## src/rtl/bscan_pkg.sv

```systemverilog
package bscan_pkg;

    localparam int IR_W = 3;
    localparam int ID_W = 32;

    localparam logic [IR_W-1:0] OP_EXTEST = 3'b000;
    localparam logic [IR_W-1:0] OP_IDCODE = 3'b001;
    localparam logic [IR_W-1:0] OP_SAMPLEZ = 3'b010;
    localparam logic [IR_W-1:0] OP_SAMPLE = 3'b100;
    localparam logic [IR_W-1:0] OP_BYPASS = 3'b111;

    typedef enum logic [2:0] {
        ST_IDCODE  = 3'd0,
        ST_BYPASS  = 3'd1,
        ST_SAMPLE  = 3'd2,
        ST_EXTEST  = 3'd3,
        ST_SAMPLEZ = 3'd4
    } mode_e;

    typedef enum logic [1:0] {
        PATH_ID  = 2'd0,
        PATH_BYP = 2'd1,
        PATH_BSR = 2'd2
    } path_e;

endpackage

```

## src/rtl/bscan_mode_fsm.sv

```systemverilog
module bscan_mode_fsm
    import bscan_pkg::*;
(
    input  logic            tck,
    input  logic            trst_n,
    input  logic            tlr,
    input  logic            upd_ir,
    input  logic [IR_W-1:0] ir_code,
    output mode_e           mode_q,
    output path_e           dr_path,
    output logic            drive_latch,
    output logic            float_bus,
    output logic            latch_en
);

    mode_e mode_d;

    // Next-state decode: reset of the TAP wins over an instruction update.
    always_comb begin
        mode_d = mode_q;
        if (tlr) begin
            mode_d = ST_IDCODE;
        end else if (upd_ir) begin
            unique case (ir_code)
                OP_EXTEST:  mode_d = ST_EXTEST;
                OP_IDCODE:  mode_d = ST_IDCODE;
                OP_SAMPLEZ: mode_d = ST_SAMPLEZ;
                OP_SAMPLE:  mode_d = ST_SAMPLE;
                OP_BYPASS:  mode_d = ST_BYPASS;
                default:    mode_d = ST_BYPASS;
            endcase
        end
    end

    // State register.
    always_ff @(posedge tck or negedge trst_n) begin
        if (!trst_n) begin
            mode_q <= ST_IDCODE;
        end else begin
            mode_q <= mode_d;
        end
    end

    // Mode-dependent controls.
    always_comb begin
        dr_path     = PATH_BYP;
        drive_latch = 1'b0;
        float_bus   = 1'b0;
        latch_en    = 1'b0;
        unique case (mode_q)
            ST_IDCODE: begin
                dr_path = PATH_ID;
            end
            ST_BYPASS: begin
                dr_path = PATH_BYP;
            end
            ST_SAMPLE: begin
                dr_path  = PATH_BSR;
                latch_en = 1'b1;
            end
            ST_EXTEST: begin
                dr_path     = PATH_BSR;
                drive_latch = 1'b1;
                latch_en    = 1'b1;
            end
            ST_SAMPLEZ: begin
                dr_path   = PATH_BSR;
                float_bus = 1'b1;
            end
            default: begin
                dr_path = PATH_BYP;
            end
        endcase
    end

endmodule

```

## src/rtl/bscan_bsr.sv

```systemverilog
module bscan_bsr #(
    parameter int N_IN  = 72,
    parameter int N_OUT = 36
) (
    input  logic                       tck,
    input  logic                       trst_n,
    input  logic                       tlr,
    input  logic                       cap,
    input  logic                       shift,
    input  logic                       upd,
    input  logic                       latch_en,
    input  logic                       tdi,
    input  logic [N_IN+N_OUT:0]        cap_vec,
    output logic                       so,
    output logic [N_OUT-1:0]           lat_out,
    output logic                       lat_ctl
);

    localparam int LEN   = N_IN + N_OUT + 1;
    localparam int CTL   = LEN - 1;
    localparam int LAT_W = N_OUT + 1;

    logic [LEN-1:0]   sr_q;
    logic [LAT_W-1:0] lat_q;

    // Shift stage: parallel capture, or shift toward bit 0.
    always_ff @(posedge tck or negedge trst_n) begin
        if (!trst_n) begin
            sr_q <= '0;
        end else if (cap) begin
            sr_q <= cap_vec;
        end else if (shift) begin
            sr_q <= {tdi, sr_q[LEN-1:1]};
        end
    end

    // Update latch: only the output cells and the bus-gating cell are kept.
    always_ff @(posedge tck or negedge trst_n) begin
        if (!trst_n) begin
            lat_q <= {1'b1, {N_OUT{1'b0}}};
        end else if (tlr) begin
            lat_q <= {1'b1, {N_OUT{1'b0}}};
        end else if (upd && latch_en) begin
            lat_q <= sr_q[CTL:N_IN];
        end
    end

    assign so      = sr_q[0];
    assign lat_out = lat_q[N_OUT-1:0];
    assign lat_ctl = lat_q[N_OUT];

endmodule

```

## src/rtl/bscan_idbyp.sv

```systemverilog
module bscan_idbyp
    import bscan_pkg::*;
#(
    parameter logic [ID_W-1:0] ID_VALUE = 32'h1A2B3C4D
) (
    input  logic tck,
    input  logic trst_n,
    input  logic cap_id,
    input  logic sh_id,
    input  logic cap_byp,
    input  logic sh_byp,
    input  logic tdi,
    output logic id_so,
    output logic byp_so
);

    localparam logic [ID_W-1:0] ID_EFF = {ID_VALUE[ID_W-1:1], 1'b1};

    logic [ID_W-1:0] id_q;
    logic            byp_q;

    always_ff @(posedge tck or negedge trst_n) begin
        if (!trst_n) begin
            id_q <= ID_EFF;
        end else if (cap_id) begin
            id_q <= ID_EFF;
        end else if (sh_id) begin
            id_q <= {tdi, id_q[ID_W-1:1]};
        end
    end

    always_ff @(posedge tck or negedge trst_n) begin
        if (!trst_n) begin
            byp_q <= 1'b0;
        end else if (cap_byp) begin
            byp_q <= 1'b0;
        end else if (sh_byp) begin
            byp_q <= tdi;
        end
    end

    assign id_so  = id_q[0];
    assign byp_so = byp_q;

endmodule

```

## src/rtl/bscan_dr_unit.sv

```systemverilog
module bscan_dr_unit
    import bscan_pkg::*;
#(
    parameter int              N_IN     = 72,
    parameter int              N_OUT    = 36,
    parameter logic [ID_W-1:0] ID_VALUE = 32'h1A2B3C4D
) (
    input  logic              tck,
    input  logic              trst_n,
    input  logic              tlr,
    input  logic              cap_dr,
    input  logic              sh_dr,
    input  logic              upd_dr,
    input  logic              upd_ir,
    input  logic              sh_ir,
    input  logic [IR_W-1:0]   ir_code,
    input  logic              ir_so,
    input  logic              tdi,
    input  logic [N_IN-1:0]   core_in,
    input  logic [N_OUT-1:0]  core_out,
    input  logic              core_oe,
    output logic              tdo,
    output logic              tdo_en,
    output logic [N_OUT-1:0]  pin_out,
    output logic              pin_oe
);

    localparam int LEN = N_IN + N_OUT + 1;

    mode_e            mode_q;
    path_e            dr_path;
    logic             drive_latch;
    logic             float_bus;
    logic             latch_en;
    logic             sel_id;
    logic             sel_byp;
    logic             sel_bsr;
    logic             bsr_so;
    logic             id_so;
    logic             byp_so;
    logic [N_OUT-1:0] lat_out;
    logic             lat_ctl;
    logic [LEN-1:0]   cap_vec;
    logic             dr_bit;
    logic             tdo_q;
    logic             tdo_en_q;

    bscan_mode_fsm u_fsm (
        .tck         (tck),
        .trst_n      (trst_n),
        .tlr         (tlr),
        .upd_ir      (upd_ir),
        .ir_code     (ir_code),
        .mode_q      (mode_q),
        .dr_path     (dr_path),
        .drive_latch (drive_latch),
        .float_bus   (float_bus),
        .latch_en    (latch_en)
    );

    assign sel_id  = (dr_path == PATH_ID);
    assign sel_byp = (dr_path == PATH_BYP);
    assign sel_bsr = (dr_path == PATH_BSR);

    // Pad multiplexing: core, latch drive, or forced float.
    always_comb begin
        if (drive_latch) begin
            pin_out = lat_out;
            pin_oe  = lat_ctl;
        end else begin
            pin_out = core_out;
            pin_oe  = float_bus ? 1'b0 : core_oe;
        end
    end

    // Capture snapshot: inputs low, pad outputs above, bus enable on top.
    assign cap_vec = {pin_oe, pin_out, core_in};

    bscan_bsr #(
        .N_IN  (N_IN),
        .N_OUT (N_OUT)
    ) u_bsr (
        .tck      (tck),
        .trst_n   (trst_n),
        .tlr      (tlr),
        .cap      (cap_dr && sel_bsr && !tlr),
        .shift    (sh_dr && sel_bsr && !tlr),
        .upd      (upd_dr),
        .latch_en (latch_en),
        .tdi      (tdi),
        .cap_vec  (cap_vec),
        .so       (bsr_so),
        .lat_out  (lat_out),
        .lat_ctl  (lat_ctl)
    );

    bscan_idbyp #(
        .ID_VALUE (ID_VALUE)
    ) u_idbyp (
        .tck     (tck),
        .trst_n  (trst_n),
        .cap_id  (cap_dr && sel_id),
        .sh_id   (sh_dr && sel_id),
        .cap_byp (cap_dr && sel_byp),
        .sh_byp  (sh_dr && sel_byp),
        .tdi     (tdi),
        .id_so   (id_so),
        .byp_so  (byp_so)
    );

    always_comb begin
        unique case (dr_path)
            PATH_ID:  dr_bit = id_so;
            PATH_BYP: dr_bit = byp_so;
            PATH_BSR: dr_bit = bsr_so;
            default:  dr_bit = byp_so;
        endcase
    end

    // Serial output retimed to the falling edge.
    always_ff @(negedge tck or negedge trst_n) begin
        if (!trst_n) begin
            tdo_q    <= 1'b0;
            tdo_en_q <= 1'b0;
        end else begin
            tdo_en_q <= sh_dr || sh_ir;
            if (sh_ir) begin
                tdo_q <= ir_so;
            end else if (sh_dr) begin
                tdo_q <= dr_bit;
            end
        end
    end

    assign tdo    = tdo_q;
    assign tdo_en = tdo_en_q;

endmodule

```

## config.mk

```make
export PLATFORM = sky130hd
export DESIGN_NAME = bscan_dr_unit
export DESIGN_NICKNAME = d
export VERILOG_FILES = /design/src/rtl/bscan_pkg.sv /design/src/rtl/bscan_mode_fsm.sv /design/src/rtl/bscan_bsr.sv /design/src/rtl/bscan_idbyp.sv /design/src/rtl/bscan_dr_unit.sv
export SDC_FILE = /design/constraint.sdc
export NUM_CORES = 1
export LEC_CHECK = 0
export ABC_AREA = 1
export BUFFER_PORTS_ARGS = -buffer_cell sky130_fd_sc_hd__buf_2
export CAP_MARGIN = 10
export CORE_ASPECT_RATIO = 0.8
export CORE_UTILIZATION = 49
export DETAILED_ROUTE_END_ITERATION = 8
export PLACE_DENSITY_LB_ADDON = 0.2
export SLEW_MARGIN = 15
export SYNTH_ARGS = -nofsm -noshare
export SYNTH_HDL_FRONTEND = slang
export SYNTH_SLANG_ARGS = --single-unit
```

## constraint.sdc

```tcl
create_clock -name tck -period 1.87 [get_ports tck]
set_clock_uncertainty 0.1 [all_clocks]
set_input_delay 0.374 -clock tck [delete_from_list [all_inputs] [get_ports tck]]
set_output_delay 0.374 -clock tck [all_outputs]
set_load 0.05 [all_outputs]
```

==> results of run 1 <==
[stage by stage]
stage               cells  hold WS (ns)
finish               1636       0.08970
global route         1636       0.08299
CTS                  1636       0.07267
detailed placement   1603        0.3187
global placement     1603        0.3132
floorplan            1193      -0.02159
[layout make-up]
type	instances	area (um^2)	area share (%)
clock inverters	12	166.4	1.432
well taps	253	316.6	2.724
inverters	117	444.2	3.823
multi-input cells	808	3864	33.25
repair buffers	242	1738	14.96
clock buffers	20	466.7	4.016
flip-flops and latches	184	4624	39.80
[synthesized netlist by cell type]
cell type / n / share of area [%]
a21oi_1: 1 / 0.054
a22oi_1: 15 / 1.2
a2bb2oi_1: 1 / 0.094
buf_1: 5 / 0.20
buf_2: 52 / 2.8
buf_4: 3 / 0.24
buf_6: 3 / 0.36
clkbuf_1: 21 / 0.85
clkinv_1: 1 / 0.040
dfrtn_1: 2 / 0.54
dfrtp_1: 166 / 45
dfstp_2: 16 / 4.5
inv_1: 113 / 4.6
inv_2: 3 / 0.12
nand2_1: 451 / 18
nand2_2: 3 / 0.20
nand3_1: 81 / 4.4
nand3b_1: 73 / 5.9
nand4_1: 36 / 2.4
nor2_1: 46 / 1.9
nor2_2: 2 / 0.13
o211ai_1: 36 / 2.9
o21ai_0: 43 / 2.3
o22a_1: 1 / 0.094
o22ai_1: 16 / 1.1
o32ai_1: 1 / 0.094
or2_2: 2 / 0.13
[flip-flops by register name (all words and copies together) (netlist names)]
register,count
u_idbyp.id_q,32
tdo_en,1
u_fsm.mode_q,3
u_bsr.sr_q,109
u_idbyp.byp_so,1
u_bsr.lat_q,37
tdo,1
[power groups by stage]
stage	Clock, mW	Combinational, mW	Sequential, mW
6_report	3.80	1.98	5.17
5_1_grt	4.03	2.25	5.25
4_1_cts	3.87	1.99	5.15
3_5_place_dp	0	1.91	5.20
3_3_place_gp	0	1.86	5.19
2_1_floorplan	0	1.29	5.11
[repair_timing]
action                                  4_1_cts  5_1_grt
hold endpoints to repair                    112        0
resized for setup                            72        8
hold buffers                                  1        0
endpoints found under the setup margin      137      185
[how the worst min path moves through the flow]
stage / start / end / slack [ns] / cells past startpoint
2_1_floorplan: trst_n / u_bsr.lat_q[0] / -0.02 / 0
3_3_place_gp: trst_n / u_idbyp.id_q[29] / 0.31 / 2
3_5_place_dp: trst_n / u_idbyp.id_q[26] / 0.32 / 2
4_1_cts: ir_code[0] / u_fsm.mode_q[2] / 0.07 / 2
5_1_grt: ir_code[0] / u_fsm.mode_q[2] / 0.08 / 2
6_report: ir_code[0] / u_fsm.mode_q[2] / 0.09 / 2
[per-layer routing]
layer	vias up	global-route usage, %
met2	244	36.42
met3	20	5.303
li1	4192	-
met4	0	5.882
met5	-	0
met1	3899	38.72
[cell families after synthesis]
logic type,after synthesis,synth area share (%)
buf+inv,201,9.180
compound gates,114,7.848
flops,184,49.75
simple gates,694,33.22
==> flow_summary.yaml, run 1 <==
setup_path:
  cp_slowest_cell: "dfrtn_1"
  cp-startpoint: "tdo"
  rrSetupSlack_ns: -0.37
  critPathLaunchType: "flip-flop"
  worstPathCellList: "buf_6"
  worst-path-buf-inv: 1
  timing.rr.end: "tdo"
  crit_path_end_kind: "output port"
  r2r_start: "u_fsm.mode_q[1]"
  crit_path_end: "tdo"
  slowest_delay_ns: 0.43
  reg2regPathDepth: 7
  crit_arrival_ns: 1.94
  crit_family: "flip-flops"
  crit_required_ns: 1.40
  critPathMaxFanout: 2
  cp.depth: 1
  crit_type: "reg -> out"
pwr:
  combPwrFrac_pct: 18.1
  power.total_mw: 10.95
  p_int_mw: 7.742
  p_sw_share_pct: 29.28
  power.density_mw_per_mm2: 942.2
  power_frac_clock_pct: 34.8
  p_seq_share_pct: 47.2
  power_switching_mw: 3.206
  p_leak_nw: 6.326
  ir_drop_uv: 622.0
detailed_routing:
  dr_total_vias: 8355
  wl_per_cell_um: 14.54
  met1_length_um: 11590
  top_layer: "met4"
  route.met2.wl_um: 10390
  firstDrtPassIters: 5
  wl_met3_um: 1552
  viasPerCell: 5.107
  drtIter0Drc: 681
  wirelength_um: 23780
  ant_nets: 0
  drc: 0
grt:
  grt_pass1_vias: 7631
  grt.overflow.total: 0
  grt_first_pass_wirelength_um: 38990
  grt_max_degree: 110
  grt_util_all_layers_pct: 25.25
  grt_antenna_before_repair: 0
sta:
  worst_slack_ns: -0.5431
  slew_violations: 0
  relSlewSlack_pct: 56.11
  worst_pin_slew_ns: 0.6583
  rsz0062_at_grt: "yes"
  tns_ns: -15.64
  hold_violations: 0
  finalSetupViolCount: 40
floorplan:
  io-pin-count: 161
  start_util_pct: 50.70
  coreArea_mm2: 0.01833
  row_count: 44
  die_h_um: 125.2
  die_x_um: 156.0
  dieArea_mm2: 0.01953
cts:
  path_clk_slew_ns: 0.06
  cts_tree: "yes"
  clockBufferDepth: 2
  cts_root_buf: "clkbuf_16"
  cts.sinks: 184
  numCtsBuffers: 17
  cts_htree_levels: 4
  cts_setup_buffers: 0
  clk_latency_ns: 0.43
logic_synthesis:
  avgSynthCellArea_um2: 7.791
  synth_seq_cells: 184
  netlist_instances: 1193
  yosysSeqAreaShare_pct: 49.75
  synth.distinct_cells: 27
  synth_nets: 1315
  synth_warnings: 0
  netlist_area_mm2: 0.009295
final_layout:
  stdcell_area_mm2: 0.01162
  fin_util_pct: 63.38
  layout-drive-gt1-share_pct: 22.05
  fin_nets: 1492
  final_common_cell: "nand2_1"
  syn2layout_area_growth_pct: 25.01
  layout_common_cells: "449 x nand2_1, 166 x dfrtp_1, 120 x buf_2, 112 x inv_1, 91 x buf_4"
  n_antenna_cell: 0
  fillers: 1636
outcome:
  outcome: "finished, violations left"
  violations: "setup timing"
placement:
  place_ws_ns: -0.3382
  gp_congestion: 0.7977
  placed_cell_area_mm2: 0.01073
  place_hpwl_um: 15420
  numPortBuffers: 160
run:
  maxCapViolCount: 0
hold_path:
  min_path_type: "in -> reg"
No activity file was read; power rests on OpenSTA's default activity.
==> run 2: changes to the inputs <==
CORE_MARGIN = 5   (was not set)
==> flow_summary.yaml, run 2 (synthesized netlist as in run 1, its figures left out) <==
final_layout:
  final_common_cell: "nand2_1"
  syn2layout_area_growth_pct: 63.09
  top_regs: "u_bsr.sr_q x109, u_bsr.lat_q x37, u_idbyp.id_q x32"
  n_antenna_cell: 0
  fin_cells: 1742
  max_flop_register: "u_bsr.sr_q"
  fin_nets: 1593
  layout-drive-gt1-share_pct: 44.34
  largest_reg_flops: 109
  layout_common_cells: "269 x nand2_1, 164 x dfrtp_1, 120 x buf_2, 112 x inv_1, 104 x nand2_4"
  fin_util_pct: 80.61
hold_path:
  min_path_type: "in -> reg"
sta:
  hold_violations: 0
  worst_slack_ns: -0.5581
  rsz0062_at_grt: "yes"
  slew_violations: 0
  max_clock_freq_mhz: 411.8
  period_minus_slack_ns: 2.428
  worst_pin_slew_ns: 0.6532
  finalSetupViolCount: 149
  fin_crit_sh_pct: 129.8
  whs_ns: 0.08540
  relSlewSlack_pct: 56.45
detailed_routing:
  viasPerCell: 5.996
  wirelength_um: 39530
  drtIter0Drc: 1450
  wl_per_cell_um: 22.69
  drc: 0
  dr_total_vias: 10450
  ant_nets: 0
  firstDrtPassIters: 9
pwr:
  power.total_mw: 12.05
  power_frac_clock_pct: 29.7
  p_seq_share_pct: 44.6
  power_switching_mw: 4.027
  power.density_mw_per_mm2: 795.0
  p_sw_share_pct: 33.41
  combPwrFrac_pct: 25.7
  p_int_mw: 8.025
  p_leak_nw: 7.504
  ir_drop_uv: 707.1
run:
  maxCapViolCount: 0
cts:
  path_clk_slew_ns: 0.07
  cts_tree: "yes"
  clockBufferDepth: 2
  cts_htree_levels: 4
  clk_latency_ns: 0.44
  cts.sinks: 184
  cts_root_buf: "clkbuf_16"
  numCtsBuffers: 17
floorplan:
  die_h_um: 133.2
  die_x_um: 164.0
  start_util_pct: 49.43
  io-pin-count: 161
  row_count: 45
  coreArea_mm2: 0.01881
  dieArea_mm2: 0.02184
grt:
  grt_max_degree: 115
  grt_first_pass_wirelength_um: 46470
  grt_util_all_layers_pct: 26.79
  grt.overflow.total: 0
  grt_pass1_vias: 8904
  grt_antenna_before_repair: 1
setup_path:
  cp_slowest_cell: "dfrtp_1"
  crit_family: "buffers and inverters"
  crit_path_end_kind: "output port"
  slowest_delay_ns: 0.40
  crit_type: "reg -> out"
  worst-path-buf-inv: 7
  crit_required_ns: 1.40
  worstPathCellList: "inv_2 -> buf_6 -> buf_12 -> buf_4 -> buf_8 -> buf_4 -> nand4_1 -> nand2_4 -> buf_8"
  critPathMaxFanout: 6
  critPathLaunchType: "flip-flop"
  crit_arrival_ns: 1.95
placement:
  gp_congestion: 0.7948
  place_hpwl_um: 15740
  numPortBuffers: 160
  dpl.cell_count: 1598
outcome:
  violations: "setup timing"
  outcome: "finished, violations left"
run 2: changes by cell type in the layout (fill, tap and decap cells not counted), moves of 18 or more:
cell and delta:
nand3_1 -23, nor2_4 +18, nand2_4 +101, nand3_2 +21, nand2_1 -180, buf_12 +29, o21ai_0 -36, buf_4 -42
buf_8 +42, buf_6 +33, clkbuf_16 +30, nand2_2 +77, o21ai_2 +19, nor2_1 -30
run 2: layout make-up:
class	count	area, um^2
well taps	258	322.8
fillers	1018	3646
clock inverters	11	100.1
multi-input cells	812	5305
flip-flops and latches	184	4627
inverters	117	457.9
repair inverters	1	16.27
clock buffers	21	461.7
repair buffers	338	3869
run 2: final timing paths:
path                       slack [ns]             from  cells after the start         endpoint
hold reg to reg                  0.38   u_bsr.sr_q[36]                      2   u_bsr.sr_q[36]
min in group asynchronous        0.19           trst_n                      2   u_bsr.sr_q[71]
max in group asynchronous        0.47           trst_n                      2           tdo_en
hold / removal                   0.09       ir_code[0]                      2  u_fsm.mode_q[2]
setup / recovery                -0.56  u_fsm.mode_q[2]                      9      pin_out[32]
setup reg to reg                -0.41  u_fsm.mode_q[2]                      7              tdo
run 2: metrics by stage:
step	worst slack (ns)	TNS, ns	cell area (um^2)
final	-0.5581	-27.84	15160
after global routing	-0.6037	-35.14	15160
after CTS	-0.5489	-19.33	13240
after detailed placement	-0.3847	-11.00	10740
after global placement	-0.3035	-5.366	10740
after floorplan	-0.4029	-0.7981	9301
run 2: worst register-to-register path, delay by kind of cell (launching register included):
kind | cells | cell delay [ns]
compound gates | 1 | 0.09
buf+inv | 2 | 0.24
simple gates | 4 | 0.34
flops | 1 | 0.40
run 2: timing repair:
action,in CTS,in global routing
pin swaps,34,139
endpoints found under the hold margin,78,0
cloned,7,45
setup endpoints to repair,141,194
setup buffers,97,36
hold buffers,1,0
resized for setup,356,340
run 2: routing by layer:
metal	vias to the layer above	routed length (um)	global-route usage [%]
met1	4964	14400	36.36
met2	816	18520	41.58
li1	4419	-	-
met4	2	2584	11.46
met5	-	13	0
met3	244	4020	5.970
run 2: power groups by stage:
stage,combinational (mW),sequential (mW),clock [mW]
2_1_floorplan,1.29,5.11,0
3_3_place_gp,1.86,5.19,0
3_5_place_dp,1.92,5.19,0
4_1_cts,2.33,5.14,3.52
5_1_grt,3.32,5.43,3.76
6_report,3.10,5.38,3.58
